### config.mk
export PLATFORM = sky130hd
export DESIGN_NAME = icm_ctrl_unit
export DESIGN_NICKNAME = d
export VERILOG_FILES = /design/src/rtl/icm_pkg.sv /design/src/rtl/icm_sweep.sv /design/src/rtl/icm_satcnt.sv /design/src/rtl/icm_ctrl_unit.sv
export SDC_FILE = /design/constraint.sdc
export NUM_CORES = 1
export LEC_CHECK = 0
export ABC_AREA = 1
export BUFFER_PORTS_ARGS = -buffer_cell sky130_fd_sc_hd__buf_4
export CORE_MARGIN = 3
export CORE_UTILIZATION = 56
export DETAILED_ROUTE_END_ITERATION = 12
export GPL_TIMING_DRIVEN = 0
export HOLD_SLACK_MARGIN = 0.05
export PLACE_DENSITY = 0.82
export SYNTH_ARGS = -nofsm -noshare
export SYNTH_HDL_FRONTEND = slang
export SYNTH_SLANG_ARGS = --single-unit
export TNS_END_PERCENT = 20
### constraint.sdc
create_clock -name clk -period 2.33 [get_ports clk]
set_input_delay 0.466 -clock clk [delete_from_list [all_inputs] [get_ports clk]]
set_output_delay 0.466 -clock clk [all_outputs]
set_load 0.01 [all_outputs]
### src/rtl/icm_pkg.sv
package icm_pkg;
   localparam logic [7:0] OFS_CTRL  = 8'h00;
   localparam logic [7:0] OFS_STAT  = 8'h04;
   localparam logic [7:0] OFS_IEN   = 8'h08;
   localparam logic [7:0] OFS_FCLR  = 8'h0C;
   localparam logic [7:0] OFS_HITS  = 8'h10;
   localparam logic [7:0] OFS_MISS  = 8'h14;

   localparam int B_EN     = 0;
   localparam int B_INV    = 1;
   localparam int B_ASSOC  = 2;
   localparam int B_HMEN   = 16;
   localparam int B_MMEN   = 17;
   localparam int B_HMRST  = 18;
   localparam int B_MMRST  = 19;

   localparam int B_BUSY   = 0;
   localparam int B_DONE   = 1;
   localparam int B_ERR    = 2;
endpackage

### src/rtl/icm_sweep.sv
module icm_sweep #(
   parameter int LINES = 64,
   localparam int IDX_W = $clog2(LINES)
) (
   input  logic             clk,
   input  logic             rst_n,
   input  logic             start,
   output logic             busy,
   output logic             done,
   output logic [IDX_W-1:0] idx
);
   localparam logic [IDX_W-1:0] LAST = IDX_W'(LINES - 1);

   generate
      if (LINES < 2) begin : g_bad_lines
         $error("icm_sweep: LINES must be at least 2");
      end
   endgenerate

   assign done = busy && (idx == LAST);

   always_ff @(posedge clk or negedge rst_n) begin
      if (!rst_n) begin
         busy <= 1'b0;
         idx  <= '0;
      end else if (busy) begin
         if (idx == LAST) begin
            busy <= 1'b0;
            idx  <= '0;
         end else begin
            idx <= idx + 1'b1;
         end
      end else if (start) begin
         busy <= 1'b1;
         idx  <= '0;
      end
   end

   // index stays inside the line range during the sweep
   assert_idx_bound_R4: assert property (@(posedge clk) disable iff (!rst_n)
      busy |-> (idx <= LAST));
   // one line per clock, no gaps
   assert_idx_step_R4: assert property (@(posedge clk) disable iff (!rst_n)
      (busy && idx != LAST) |=> (busy && idx == $past(idx) + 1'b1));
endmodule

### src/rtl/icm_satcnt.sv
module icm_satcnt #(
   parameter int W = 16
) (
   input  logic         clk,
   input  logic         rst_n,
   input  logic         clr,
   input  logic         inc,
   output logic [W-1:0] cnt
);
   localparam logic [W-1:0] TOP = '1;

   generate
      if (W < 1 || W > 32) begin : g_bad_width
         $error("icm_satcnt: W must be 1..32");
      end
   endgenerate

   always_ff @(posedge clk or negedge rst_n) begin
      if (!rst_n)                  cnt <= '0;
      else if (clr)                cnt <= '0;
      else if (inc && cnt != TOP)  cnt <= cnt + 1'b1;
   end

   // all-ones is sticky until cleared
   assert_hold_at_top_R12: assert property (@(posedge clk) disable iff (!rst_n)
      (cnt == TOP && !clr) |=> (cnt == TOP));
   // a reset request zeroes the count one cycle later
   assert_clear_next_R10: assert property (@(posedge clk) disable iff (!rst_n)
      clr |=> (cnt == '0));
   // no strobe, no change
   assert_idle_hold_R8: assert property (@(posedge clk) disable iff (!rst_n)
      (!clr && !inc) |=> $stable(cnt));
endmodule

### src/rtl/icm_ctrl_unit.sv
module icm_ctrl_unit
   import icm_pkg::*;
#(
   parameter int ADDR_W = 8,
   parameter int LINES  = 64,
   parameter int HIT_W  = 32,
   parameter int MISS_W = 16,
   localparam int IDX_W = $clog2(LINES)
) (
   input  logic              clk,
   input  logic              rst_n,
   input  logic              bus_wr,
   input  logic [ADDR_W-1:0] bus_addr,
   input  logic [31:0]       bus_wdata,
   output logic [31:0]       bus_rdata,
   input  logic              hit_stb,
   input  logic              miss_stb,
   input  logic              err_stb,
   output logic              cache_en,
   output logic              assoc_mode,
   output logic              tag_clr_en,
   output logic [IDX_W-1:0]  tag_clr_idx,
   output logic              irq
);
   generate
      if (ADDR_W < 5) begin : g_bad_addr
         $error("icm_ctrl_unit: ADDR_W must reach offset 0x14");
      end
      if (HIT_W > 32 || MISS_W > 32) begin : g_bad_cnt
         $error("icm_ctrl_unit: counters must fit a 32-bit word");
      end
   endgenerate

   logic wr_ctrl, wr_ien, wr_fclr;
   assign wr_ctrl = bus_wr && (bus_addr == ADDR_W'(OFS_CTRL));
   assign wr_ien  = bus_wr && (bus_addr == ADDR_W'(OFS_IEN));
   assign wr_fclr = bus_wr && (bus_addr == ADDR_W'(OFS_FCLR));

   logic en_q, inv_q, assoc_q, hmen_q, mmen_q;
   logic ie_done_q, ie_err_q, done_q, err_q;
   logic busy, sweep_end;
   logic [HIT_W-1:0]  hit_cnt;
   logic [MISS_W-1:0] miss_cnt;

   always_ff @(posedge clk or negedge rst_n) begin
      if (!rst_n) begin
         en_q    <= 1'b0;
         assoc_q <= 1'b1;
         hmen_q  <= 1'b0;
         mmen_q  <= 1'b0;
      end else if (wr_ctrl) begin
         en_q   <= bus_wdata[B_EN];
         hmen_q <= bus_wdata[B_HMEN];
         mmen_q <= bus_wdata[B_MMEN];
         if (!en_q) assoc_q <= bus_wdata[B_ASSOC];
      end
   end

   always_ff @(posedge clk or negedge rst_n) begin
      if (!rst_n)                              inv_q <= 1'b0;
      else if (busy)                           inv_q <= 1'b0;
      else if (wr_ctrl && bus_wdata[B_INV])    inv_q <= 1'b1;
   end

   always_ff @(posedge clk or negedge rst_n) begin
      if (!rst_n) begin
         ie_done_q <= 1'b0;
         ie_err_q  <= 1'b0;
      end else if (wr_ien) begin
         ie_done_q <= bus_wdata[B_DONE];
         ie_err_q  <= bus_wdata[B_ERR];
      end
   end

   always_ff @(posedge clk or negedge rst_n) begin
      if (!rst_n) begin
         done_q <= 1'b0;
         err_q  <= 1'b0;
      end else begin
         if (sweep_end)                          done_q <= 1'b1;
         else if (wr_fclr && bus_wdata[B_DONE])  done_q <= 1'b0;
         if (err_stb)                            err_q  <= 1'b1;
         else if (wr_fclr && bus_wdata[B_ERR])   err_q  <= 1'b0;
      end
   end

   icm_sweep #(.LINES(LINES)) u_sweep (
      .clk   (clk),
      .rst_n (rst_n),
      .start (inv_q && !busy),
      .busy  (busy),
      .done  (sweep_end),
      .idx   (tag_clr_idx)
   );

   icm_satcnt #(.W(HIT_W)) u_hits (
      .clk   (clk),
      .rst_n (rst_n),
      .clr   (wr_ctrl && bus_wdata[B_HMRST]),
      .inc   (hit_stb && hmen_q),
      .cnt   (hit_cnt)
   );

   icm_satcnt #(.W(MISS_W)) u_miss (
      .clk   (clk),
      .rst_n (rst_n),
      .clr   (wr_ctrl && bus_wdata[B_MMRST]),
      .inc   (miss_stb && mmen_q),
      .cnt   (miss_cnt)
   );

   always_comb begin
      bus_rdata = '0;
      case (bus_addr)
         ADDR_W'(OFS_CTRL): begin
            bus_rdata[B_EN]    = en_q;
            bus_rdata[B_INV]   = inv_q;
            bus_rdata[B_ASSOC] = assoc_q;
            bus_rdata[B_HMEN]  = hmen_q;
            bus_rdata[B_MMEN]  = mmen_q;
         end
         ADDR_W'(OFS_STAT): begin
            bus_rdata[B_BUSY] = busy;
            bus_rdata[B_DONE] = done_q;
            bus_rdata[B_ERR]  = err_q;
         end
         ADDR_W'(OFS_IEN): begin
            bus_rdata[B_DONE] = ie_done_q;
            bus_rdata[B_ERR]  = ie_err_q;
         end
         ADDR_W'(OFS_HITS): bus_rdata = 32'(hit_cnt);
         ADDR_W'(OFS_MISS): bus_rdata = 32'(miss_cnt);
         default:           bus_rdata = '0;
      endcase
   end

   assign cache_en   = en_q;
   assign assoc_mode = assoc_q;
   assign tag_clr_en = busy;
   assign irq        = (done_q && ie_done_q) || (err_q && ie_err_q);

   // the request bit drops once busy has been seen
   assert_req_drop_R3: assert property (@(posedge clk) disable iff (!rst_n)
      busy |=> !inv_q);
   // associativity frozen while the cache is enabled
   assert_assoc_lock_R2: assert property (@(posedge clk) disable iff (!rst_n)
      en_q |=> $stable(assoc_q));
   // finished flag is up in the cycle busy falls
   assert_done_on_fall_R5: assert property (@(posedge clk) disable iff (!rst_n)
      $fell(busy) |-> done_q);
endmodule

After elaboration in Yosys (flattened, before gate mapping) --
Cells that the tools add are included.
Word-level totals: memories 0, RAM bits 0, output and inout port bits 42, register bits 64, logic and storage cells 72, memory bits (read-only) 0, latch bits 0, input bits 46
Operators by class: magnitude comparators 0, shift-type cells 0, $add $sub $neg 3, divide/modulo/power cells 0, reduce and logical (&&, ||, !) cells 26, $mul 0, eq/ne operators 8, multiplexer cells 21, bitwise logic cells 1
Operator list (number):
- 32-bit two-way mux | 2
- 32-bit by 1-bit adder with 32-bit output (second input constant) | 1
- 16-bit two-way mux | 2
- 32-bit inequality test (second input constant) | 1
- 13-bit case mux with 2 select lines | 1
- 6-bit two-way mux | 3
- 16-bit by 1-bit adder with 16-bit output (second input constant) | 1
- 8-bit by 4-bit equality test with 1-bit output (second input constant) | 2
- 8-bit by 5-bit equality test with 1-bit output (second input constant) | 2
- 1-bit logical AND | 16
- 16-bit inequality test (second input constant) | 1
- 14-bit two-way mux | 1
- 2-bit nonzero test | 6
- 2-bit case mux with 5 select lines | 1
- 1-bit two-way mux | 9
- 8-bit by 3-bit equality test with 1-bit output (second input constant) | 1
- 8-bit zero test | 1
- 6-bit by 1-bit adder with 6-bit output (second input constant) | 1
- 6-bit equality test (second input constant) | 1
- 1-bit case mux with 4 select lines | 1
- 2-bit case mux with 2 select lines | 1
- 2-bit AND reduction | 1
- 1-bit zero test | 1
- 1-bit logical OR | 1
- 1-bit NOT | 1

Longest topological paths before layout --
Gate-level depths: netlist of run 1.
depth in word-level cells 5, mapped depth 12, mapped depth without buffers 11

Hierarchy --
A second synthesis of run 1 with hierarchy kept.
Unflattened totals: cell total of the unflattened synthesis 721, area, all modules 4838.4 sq um
By module, submodules not included:
- icm_satcnt (u_hits) | instances 1, sequential area each 800.8 sq um, cells an instance 345, area an instance 2243.4 sq um
- icm_ctrl_unit | instances 1, sequential area each 226.5 sq um, cells an instance 188, area an instance 1188.6 sq um
- icm_satcnt (u_miss) | instances 1, sequential area each 400.4 sq um, cells an instance 144, area an instance 1037.2 sq um
- icm_sweep | instances 1, sequential area each 175.2 sq um, cells an instance 44, area an instance 369.1 sq um

Worst setup path after synthesis of run 1 --
Ideal clock, no wire load.
path kind input port to output port, from input port bus_addr[7], to output port bus_rdata[11], data arrival time 1.566 ns, required time 1.864 ns, path buffers 1, setup slack 0.298 ns, cell stages on the path 6, cell sequence nor2_1 -> nand2_1 -> nor2_1 -> nand2_1 -> clkbuf_1 -> o22ai_1
Between the ends: word-level cells in the longest chain between the ends 2, elaborated cells on any way between the ends 3, classes of those cells eq/ne: 2; mux: 1
RTL lines:
- start: declaration | line icm_ctrl_unit.sv:13 | input logic [ADDR_W-1:0] bus_addr,
- 8-bit by 5-bit equality test with 1-bit output | line icm_ctrl_unit.sv:114 | case (bus_addr)
- 13-bit case mux with 2 select lines * | line icm_ctrl_unit.sv:114
- end: declaration | line icm_ctrl_unit.sv:15 | output logic [31:0] bus_rdata,
Mark *: on every way between the ends. The rest lies on a longest branch, timed or not.

Worst setup path in the final report of run 1 --
from input port bus_addr[7], to output port bus_rdata[7]
Same word-level chain as after synthesis.

==> impl_summary.log, run 1 <==
INFO  metric run_status = finished clean
INFO  metric finish.cell_count_without_fillers = 820
INFO  metric ctsHoldBuffers = 0
INFO  metric syn_nets = 692
INFO  metric rows = 31
INFO  metric grt_pass1_vias = 4335
INFO  metric finalMaxSlewViolations = 0
INFO  metric irDropWorstVdd = 0.000355 V
INFO  metric route.detailed.wl_per_inst = 14.8 µm
INFO  metric final.fill_count = 607
INFO  metric maximum_count_of_clock_buffers_along_a_single_path = 2
INFO  metric netlist_area = 4280 µm²
INFO  metric number_of_warnings_printed_during_yosys_synthesis = 0
INFO  metric async_reset_ff_share = 100%
INFO  metric cts_root_buffer = sky130_fd_sc_hd__clkbuf_8
INFO  metric sum_of_overflow_across_all_layers_after_global_routing = 0
INFO  metric timing.slew.headroom = 42.5%
INFO  metric number_of_enable_type_register_cells_in_the_synthesized_netlist = 0
INFO  metric boundaryPins = 88
INFO  metric die-height = 93.5 µm
INFO  metric route.detailed.drc = 0
INFO  metric synth.most_common_cell = sky130_fd_sc_hd__nand2_1
INFO  metric fin_worst_skew = 0.0116 ns
INFO  metric setup.worst_path.start = bus_addr[7]
INFO  metric routed-via-count = 4509
INFO  metric viasPerCell = 5.50
INFO  metric worstHoldPathType = in -> async
INFO  metric fin_crit = 2.22 ns
INFO  metric synth-seq-area-share = 37.4%
INFO  metric tightest_slew = 0.859 ns
INFO  metric post_synth_num_cell_types = 32
INFO  metric power_consumption = 2.77 mW
INFO  metric drt-total-wl = 12.1 mm
INFO  metric ys_top_cells_by_area = sky130_fd_sc_hd__dfrtp_1, sky130_fd_sc_hd__nand2_1, sky130_fd_sc_hd__nand3_1
INFO  metric grt_util_all_layers = 29.3%
INFO  metric design.die.area = 8730 µm²
INFO  metric critPathRequiredTime = 1.86 ns
INFO  metric remaining_antenna_violation_count = 0
INFO  metric worstSetupStartpointType = primary input
INFO  metric worst_slack = 0.106 ns
INFO  metric worst_r2r_endpoint = u_hits.cnt[17]$_DFFE_PN0P_
INFO  metric synth_top_area_share = 36.8%
INFO  metric floorplan.die.width = 93.5 µm
INFO  metric timing.final.crit_share = 95.5%
INFO  metric synth_area_per_cell = 6.66 µm²
INFO  metric post_cts_setup_repair_buffer_count = 0
INFO  metric place_congestion = 0.980
INFO  metric floorplan.initialDensity = 58.4%
INFO  metric ctsResizeCount = 5
INFO  metric multi_input_comb_area = 2310 µm²
INFO  metric numCtsBuffers = 9
INFO  metric initial_antenna_violation_count = 0
INFO  metric clk_latency = 0.36 ns
INFO  metric pre_cts_ws = -0.328 ns
INFO  metric timing.setup.critical_path_class = in -> out
INFO  metric insertedDiodeCount = 0
INFO  metric port_buffers = 62
INFO  metric power_density_over_the_cells = 541 nW/µm²
INFO  metric area_used_by_sequential_logic_in_the_layout = 1600 µm²
INFO  metric clock-sinks = 64
INFO  metric pin_count_of_the_biggest_net_entering_global_routing = 65
INFO  metric max_cap_viol_count = 0
INFO  metric placed_cells_incl_taps = 804
INFO  metric cp_max_fanout = 10
INFO  metric yosysTopAreaCell = sky130_fd_sc_hd__dfrtp_1
INFO  metric ctsHtreeMaxLevel = 3
INFO  metric grt_setup_unrepaired = true
INFO  metric power.static_leakage = 2.57 nW
INFO  metric grt_first_pass_wirelength = 20.2 mm
INFO  metric syn_inst = 643
INFO  metric timing.reg2reg.setup_slack = 0.16 ns
INFO  metric first_pass_iters = 5
INFO  metric cts_tree = built
INFO  metric worst_r2r_startpoint = u_hits.cnt[1]$_DFFE_PN0P_
INFO  metric clk_pin_slew_worst_paths = 0.07 ns
INFO  metric area_growth_syn_to_layout = 19.4%
INFO  metric drtIter0Drc = 342
INFO  metric endpoint_class_of_the_critical_path = output pin
INFO  metric layout-drive-gt1-share = 15.3%
INFO  metric hold_viol = 0
INFO  metric achievable-frequency = 0.450 GHz
INFO  metric worst_ep_arrival_time = 1.76 ns
INFO  metric placeableCoreArea = 7330 µm²
INFO  metric finish.net_count = 765
INFO  metric finalSetupViolations = 0
INFO  metric hold_slack = 0.208 ns
INFO  metric hpwl = 8.89 mm
INFO  metric r2r.worst_path.cells = 10
INFO  metric ys.flop_type = sky130_fd_sc_hd__dfrtp_1
INFO  metric synth_seq_cells = 64
INFO  metric post_synth_most_frequent_cells = sky130_fd_sc_hd__nand2_1, sky130_fd_sc_hd__nor2_1, sky130_fd_sc_hd__inv_1
[final cells by class]
type	count	share of cell area (%)
Multi-Input combinational cell	484	45.3
Inverter	83	6.22
Tap cell	99	2.42
Sequential cell	64	31.4
Clock buffer	11	2.77
Buffer	12	1.32
Clock inverter	5	1.57
Timing Repair Buffer	62	9.10
[worst max-delay path, cell delays in order]
cell and delay, ns:
sky130_fd_sc_hd__buf_4 0.11, sky130_fd_sc_hd__nor2_1 0.12, sky130_fd_sc_hd__nand2_1 0.10, sky130_fd_sc_hd__nor2_4 0.20, sky130_fd_sc_hd__nand2_2 0.18, sky130_fd_sc_hd__buf_2 0.24
sky130_fd_sc_hd__o22ai_1 0.19, sky130_fd_sc_hd__buf_4 0.15
[cells by family (layout without fill, tap and decap cells)]
| group | count (synthesis) | count (layout) | synth area share, % |
|---|---|---|---|
| AO/OA/AOI/OAI | 55 | 55 | 7.22 |
| XOR/XNOR | 26 | 26 | 5.32 |
| adder cells (fa/ha/maj) | 3 | 3 | 0.877 |
| buffers and inverters | 95 | 173 | 8.91 |
| flip-flops | 64 | 64 | 37.4 |
| AND/OR/NAND/NOR | 400 | 400 | 40.3 |
[stage by stage]
step / cell area (µm²) / TNS [ns] / util [%]
floorplan: 4280 / 0 / -
global placement: 4870 / -4.12 / 66.5
detailed placement: 4870 / -5.65 / 66.5
CTS: 5110 / 0 / 69.7
global route: 5110 / -0.259 / 69.7
finish: 5110 / 0 / 69.7
[power by group]
part	internal, mW	total (mW)	switching (mW)
Clock	0.630	1.09	0.464
Sequential	1.20	1.30	0.101
Combinational	0.136	0.370	0.234
[cells in the final DEF, fill, tap and decap left out, drive strengths merged, types with 2 or more instances in the layout]
master    instances
buf              71
o22ai            11
a21oi             6
or2               2
clkbuf           14
clkinvlp          2
dfrtp            63
o21ai            34
a32o              2
inv              81
nor2             89
ha                3
nor3              8
clkinv            3
xnor2             3
xor2             23
nand3            76
nand4            13
nand2           210
bufinv            2
[routing by layer]
metal  track usage (%)  up-vias  wire length, µm
li1                  -     2188                -
met1              38.0     2090             5090
met2              49.5      196             5910
met3              4.59       35              795
met4              10.7        0              312
met5                 0        -                0
[sequential cells by signal (all words and copies together), names as in the netlist]
signal        cells
u_sweep.idx       6
cache_en          1
ie_err_q          1
inv_q             1
u_miss.cnt       16
u_hits.cnt       32
mmen_q            1
hmen_q            1
assoc_mode        1
err_q             1
done_q            1
u_sweep.busy      1
ie_done_q         1
[worst max-delay path by stage]
stage	endpoint	slack [ns]
2_1_floorplan	bus_rdata[11]	0.30
3_3_place_gp	bus_rdata[7]	-0.28
3_5_place_dp	bus_rdata[12]	-0.33
4_1_cts	bus_rdata[12]	0.06
5_1_grt	bus_rdata[9]	-0.04
6_report	bus_rdata[7]	0.11
Note: power is estimated with default switching activity, not from simulation.
==> run 2, diff against run 1 <==
MAX_ROUTING_LAYER = met4   (was not set)
==> run 2 against run 1 <==
Sequential power about the same. Total power decreased by 4.6%. Utilization decreased by 0.44 points. Die area unchanged. Critical path depth unchanged. Routed wire length increased by 0.82%. Cell count decreased by 0.12%. Non-clock buffer count unchanged. Setup slack got worse by 0.0057 ns. Register-to-register slack improved by 0.11 ns.
==> impl_summary.log, run 2 (same netlist as run 1, synthesis figures left out) <==
INFO  metric timing.setup.critical_path_class = in -> out
INFO  metric largest_register_ff_count = 32
INFO  metric port_buffers = 62
INFO  metric ctsHoldBuffers = 0
INFO  metric cts_tree = built
INFO  metric worst_slack = 0.0998 ns
INFO  metric sum_of_overflow_across_all_layers_after_global_routing = 0
INFO  metric boundaryPins = 88
INFO  metric registers.top_by_ff_count = u_hits.cnt
INFO  metric placeableCoreArea = 7330 µm²
INFO  metric routed-via-count = 4553
INFO  metric hold_viol = 0
INFO  metric place_congestion = 0.983
INFO  metric final_cell_mix = sky130_fd_sc_hd__nand2_1, sky130_fd_sc_hd__nor2_1, sky130_fd_sc_hd__inv_1
INFO  metric route.detailed.drc = 0
INFO  metric fin_crit = 2.23 ns
INFO  metric layout_commonest_cell = sky130_fd_sc_hd__nand2_1
INFO  metric run_status = finished clean
INFO  metric path_delay_family = buffers and inverters
INFO  metric route.detailed.wl_per_inst = 14.9 µm
INFO  metric drtIter0Drc = 400
INFO  metric power.static_leakage = 2.56 nW
INFO  metric first_pass_iters = 5
INFO  metric power_density_over_the_cells = 519 nW/µm²
INFO  metric maximum_count_of_clock_buffers_along_a_single_path = 2
INFO  metric power.share.combinational = 14.0%
INFO  metric ctsResizeCount = 5
INFO  metric switchingPower = 788 µW
INFO  metric clk_pin_slew_worst_paths = 0.07 ns
INFO  metric grt_util_all_layers = 30.8%
INFO  metric clk_latency = 0.35 ns
INFO  metric viasPerCell = 5.56
INFO  metric largestRegisters = u_hits.cnt: 32 flops, u_miss.cnt: 16 flops, u_sweep.idx: 6 flops
INFO  metric design.die.area = 8730 µm²
INFO  metric power_consumption = 2.64 mW
INFO  metric worst_ep_arrival_time = 1.76 ns
INFO  metric max_stage_delay = 0.24 ns
INFO  metric timing.slew.headroom = 44.7%
INFO  metric area_growth_syn_to_layout = 18.6%
INFO  metric ctsHtreeMaxLevel = 3
INFO  metric netSwitchingFraction = 29.9%
INFO  metric dpl-instance-area = 4870 µm²
INFO  metric floorplan.initialDensity = 58.4%
INFO  metric fin_worst_skew = 0.00914 ns
INFO  metric hpwl = 9.09 mm
INFO  metric rows = 31
INFO  metric max_cap_viol_count = 0
INFO  metric insertedDiodeCount = 0
INFO  metric worstHoldPathType = in -> async
INFO  metric pin_count_of_the_biggest_net_entering_global_routing = 65
INFO  metric grt_first_pass_wirelength = 20.6 mm
INFO  metric critical-path-slowest-cell = sky130_fd_sc_hd__buf_2
INFO  metric finalSetupViolations = 0
INFO  metric endpoint_class_of_the_critical_path = output pin
INFO  metric drt-total-wl = 12.2 mm
INFO  metric power.share.sequential = 49.4%
INFO  metric finalMaxSlewViolations = 0
INFO  metric critPathRequiredTime = 1.86 ns
INFO  metric timing.final.crit_share = 95.7%
INFO  metric crit_path_cell_trace = buf_4 -> inv_1 -> nand3_1 -> inv_1 -> nand2_2 -> buf_2 -> o22ai_1 -> buf_4
INFO  metric cp_max_fanout = 10
INFO  metric tightest_slew = 0.829 ns
INFO  metric grt_setup_unrepaired = true
INFO  metric floorplan.die.width = 93.5 µm
INFO  metric cp.buffers_inverters = 5
INFO  metric clock-sinks = 64
INFO  metric irDropWorstVdd = 0.000304 V
INFO  metric final.fill_count = 640
INFO  metric finish.net_count = 765
INFO  metric finish.instance_area = 5080 µm²
INFO  metric worstSetupStartpointType = primary input
INFO  metric cts_root_buffer = sky130_fd_sc_hd__clkbuf_8
INFO  metric post_cts_setup_repair_buffer_count = 0
INFO  metric pwr-share-clk = 36.6%
INFO  metric die-height = 93.5 µm
INFO  metric hold_slack = 0.208 ns
INFO  metric achievable-frequency = 0.448 GHz
INFO  metric remaining_antenna_violation_count = 0
INFO  metric initial_antenna_violation_count = 0
INFO  metric numCtsBuffers = 9
INFO  metric layout-drive-gt1-share = 15.3%
INFO  metric intPower = 1.85 mW
INFO  metric pre_cts_ws = -0.322 ns
INFO  metric grt_pass1_vias = 4339
## run 2: cell types whose count changed in the layout (fill, tap and decap cells not counted)
cell / previous run / this run
sky130_fd_sc_hd__buf_2: 8 / 7
sky130_fd_sc_hd__bufinv_16: 2 / 1
sky130_fd_sc_hd__clkbuf_2: 1 / 2
sky130_fd_sc_hd__clkinv_2: 2 / 4
sky130_fd_sc_hd__clkinvlp_4: 2 / 0
sky130_fd_sc_hd__nor2_1: 83 / 82
sky130_fd_sc_hd__nor2_2: 3 / 4
## run 2: worst paths after layout
path | start | depth (start not counted) | end | slack (ns)
hold reg to reg | assoc_mode$_DFFE_PN1P_ | 2 | assoc_mode$_DFFE_PN1P_ | 0.51
min in group clk | err_stb | 2 | err_q$_DFFE_PN0P_ | 0.31
setup / recovery | bus_addr[3] | 8 | bus_rdata[7] | 0.1
setup reg to reg | u_hits.cnt[1]$_DFFE_PN0P_ | 9 | u_hits.cnt[21]$_DFFE_PN0P_ | 0.27
max in group asynchronous | rst_n | 1 | u_miss.cnt[9]$_DFFE_PN0P_ | 1.58
hold / removal | rst_n | 1 | u_hits.cnt[30]$_DFFE_PN0P_ | 0.21
## run 2: layout make-up
| cell class | instances | area (µm²) | share of cell area, % |
|---|---|---|---|
| inverters | 83 | 318 | 6.26 |
| multi-input cells | 484 | 2320 | 45.6 |
| clock buffers | 11 | 141 | 2.78 |
| plain buffers | 12 | 67.6 | 1.33 |
| clock inverters | 4 | 45.0 | 0.887 |
| repair buffers | 62 | 465 | 9.16 |
| well taps | 99 | 124 | 2.44 |
| flip-flops and latches | 64 | 1600 | 31.6 |
## run 2: metrics by stage
stage	instances	util, %	setup TNS, ns
2_1_floorplan	643	-	0
4_1_cts	819	69.2	0
5_1_grt	819	69.3	-0.00973
6_report	819	69.3	0
3_3_place_gp	804	66.5	-4.17
3_5_place_dp	804	66.5	-5.36
## run 2: power by group through the flow
stage	clock network (mW)	registers (mW)	logic [mW]
CTS	0.973	1.30	0.370
global route	1.02	1.32	0.434
finish	0.966	1.30	0.369
global placement	0	1.31	0.346
floorplan	0	1.30	0.248
detailed placement	0	1.32	0.367
## run 2: routing by layer
layer	GRT usage, %	wire length, µm	vias to the layer above
li1	-	-	2192
met2	51.0	5990	188
met1	37.9	5090	2140
met5	-	0	-
met3	5.63	808	33
met4	11.0	327	0
==> run 3, diff against run 2 <==
GPL_TIMING_DRIVEN = not set   (was 0)
PLACE_DENSITY = 0.78   (was 0.82)
==> run 3 against run 2 <==
First-iteration DRC count up 2.0%. Total power down 3.2%. Cell area up 0.25%. Setup slack better by 0.071 ns. Sequential power about the same. Critical path depth up 2. Register-to-register slack worse by 0.099 ns. Maximum frequency up 3.3%. Routed wire length down 5.1%. Utilization up 0.17 points.
==> impl_summary.log, run 3 (same netlist as run 1, synthesis figures left out) <==
INFO  metric numCtsBuffers = 9
INFO  metric routed-via-count = 4356
INFO  metric largest_register_ff_count = 32
INFO  metric utilization = 69.5%
INFO  metric power_consumption = 2.55 mW
INFO  metric boundaryPins = 88
INFO  metric grt.met2_usage = 44.6%
INFO  metric run_status = finished clean
INFO  metric hold_viol = 0
INFO  metric port_buffers = 62
INFO  metric timing.reg2reg.setup_slack = 0.17 ns
INFO  metric timing.final.crit_share = 92.7%
INFO  metric area_growth_syn_to_layout = 18.9%
INFO  metric cp_max_fanout = 9
INFO  metric clk_latency = 0.34 ns
INFO  metric finish.net_count = 764
INFO  metric finalSetupViolations = 0
INFO  metric floorplan.initialDensity = 58.4%
INFO  metric largestRegisters = u_hits.cnt: 32 flops, u_miss.cnt: 16 flops, u_sweep.idx: 6 flops
INFO  metric worst_slack = 0.171 ns
INFO  metric ctsHoldBuffers = 0
INFO  metric layout-drive-gt1-share = 14.7%
INFO  metric tightest_slew = 0.894 ns
INFO  metric drt-total-wl = 11.6 mm
INFO  metric power.share.combinational = 14.3%
INFO  metric rows = 31
INFO  metric r2r.worst_path.cells = 10
INFO  metric clk_pin_slew_worst_paths = 0.08 ns
INFO  metric die-height = 93.5 µm
INFO  metric cts_root_buffer = sky130_fd_sc_hd__clkbuf_8
INFO  metric first_pass_iters = 6
INFO  metric pre_cts_ws = 0.196 ns
INFO  metric ctsHtreeMaxLevel = 3
INFO  metric globalRouteMet1Util = 37.9%
INFO  metric pin_count_of_the_biggest_net_entering_global_routing = 65
INFO  metric route.detailed.wl_per_inst = 14.1 µm
INFO  metric worst_ep_arrival_time = 2.44 ns
INFO  metric irDropWorstVdd = 0.000302 V
INFO  metric timing.setup.tns = 0 ns
INFO  metric intPower = 1.78 mW
INFO  metric endpoint_class_of_the_critical_path = flip-flop
INFO  metric grt_first_pass_wirelength = 19.3 mm
INFO  metric place_congestion = 0.908
INFO  metric final.fill_count = 615
INFO  metric remaining_antenna_violation_count = 0
INFO  metric timing.setup.critical_path_class = reg -> reg
INFO  metric placeableCoreArea = 7330 µm²
INFO  metric registers.top_by_ff_count = u_hits.cnt
INFO  metric achievable-frequency = 0.463 GHz
INFO  metric route.detailed.drc = 0
INFO  metric layout_commonest_cell = sky130_fd_sc_hd__nand2_1
INFO  metric final_cell_mix = sky130_fd_sc_hd__nand2_1, sky130_fd_sc_hd__nor2_1, sky130_fd_sc_hd__inv_1
INFO  metric sum_of_overflow_across_all_layers_after_global_routing = 0
INFO  metric fin_crit = 2.16 ns
INFO  metric initial_antenna_violation_count = 0
INFO  metric hpwl = 8.63 mm
INFO  metric power.share.sequential = 51.0%
INFO  metric fin_worst_skew = 0.00996 ns
INFO  metric drtIter0Drc = 408
INFO  metric grt_pass1_vias = 4126
INFO  metric worstHoldPathType = in -> async
INFO  metric floorplan.die.width = 93.5 µm
INFO  metric insertedDiodeCount = 0
INFO  metric viasPerCell = 5.32
INFO  metric grt.met3_usage = 6.28%
INFO  metric switchingPower = 773 µW
INFO  metric power.static_leakage = 2.58 nW
INFO  metric busiest_layer = met2
INFO  metric worst_r2r_startpoint = u_hits.cnt[0]$_DFFE_PN0P_
INFO  metric worst_r2r_endpoint = u_hits.cnt[17]$_DFFE_PN0P_
INFO  metric design.die.area = 8730 µm²
INFO  metric pwr-share-clk = 34.6%
INFO  metric clock-sinks = 64
INFO  metric critPathRequiredTime = 2.61 ns
INFO  metric netSwitchingFraction = 30.3%
INFO  metric max_cap_viol_count = 0
INFO  metric timing.slew.headroom = 40.2%
INFO  metric cts_tree = built
INFO  metric post_cts_setup_repair_buffer_count = 0
INFO  metric power_density_over_the_cells = 502 nW/µm²
INFO  metric grt_util_all_layers = 28.7%
INFO  metric grt_setup_unrepaired = false
INFO  metric finalMaxSlewViolations = 0
INFO  metric maximum_count_of_clock_buffers_along_a_single_path = 2
INFO  metric ctsResizeCount = 0
INFO  metric worstSetupStartpointType = flip-flop
==> run 3: worst max-delay path, stage by stage (launching register included) <==
cell,delay (ns)
sky130_fd_sc_hd__dfrtp_1,0.40
sky130_fd_sc_hd__ha_1,0.22
sky130_fd_sc_hd__nand2_1,0.11
sky130_fd_sc_hd__nor2_4,0.06
sky130_fd_sc_hd__nand2_4,0.11
sky130_fd_sc_hd__nor2_8,0.07
sky130_fd_sc_hd__nand2_2,0.08
sky130_fd_sc_hd__nand2_4,0.06
sky130_fd_sc_hd__nor2_1,0.68
sky130_fd_sc_hd__o21ai_0,0.20
sky130_fd_sc_hd__nand2_1,0.10
==> run 3: area by class of cell <==
cell class	count	area (µm²)	share of cell area, %
tap	99	124	2.43
multi-input combinational	484	2300	45.1
clock inverter	3	17.5	0.344
inverter	83	318	6.24
timing repair buffer	73	573	11.3
sequential	64	1600	31.5
clock buffer	13	159	3.12
==> run 3: worst max-delay path by stage <==
stage / end / slack (ns) / cells after the start / startpoint
after floorplan: bus_rdata[11] / 0.30 / 6 / bus_addr[7]
after global placement: u_hits.cnt[17]$_DFFE_PN0P_ / 0.22 / 10 / u_hits.cnt[1]$_DFFE_PN0P_
after global routing: bus_rdata[1] / 0.002 / 10 / bus_addr[7]
after detailed placement: bus_rdata[0] / 0.20 / 9 / bus_addr[7]
after CTS: bus_rdata[0] / 0.19 / 9 / bus_addr[7]
final: u_hits.cnt[17]$_DFFE_PN0P_ / 0.17 / 10 / u_hits.cnt[0]$_DFFE_PN0P_
==> run 3: routing by layer <==
layer / share of wire (%) / up-vias
met2: 46 / 176
li1: - / 2186
met1: 44 / 1963
met5: 0 / -
met4: 2.2 / 0
met3: 7.9 / 31
==> run 3: per-stage QoR <==
stage | cell area (µm²) | instances | hold slack (ns)
after CTS | 5090 | 819 | 0.259
final | 5090 | 819 | 0.220
after global placement | 4920 | 803 | 0.487
after floorplan | 4280 | 643 | 0.170
after detailed placement | 4920 | 803 | 0.488
after global routing | 5090 | 819 | 0.286
==> run 3: power groups by stage <==
| stage | registers [mW] | logic, mW | clock network [mW] |
|---|---|---|---|
| global route | 1.32 | 0.425 | 0.954 |
| finish | 1.30 | 0.366 | 0.885 |
| global placement | 1.32 | 0.349 | 0 |
| detailed placement | 1.32 | 0.365 | 0 |
| floorplan | 1.30 | 0.248 | 0 |
| CTS | 1.30 | 0.369 | 0.890 |
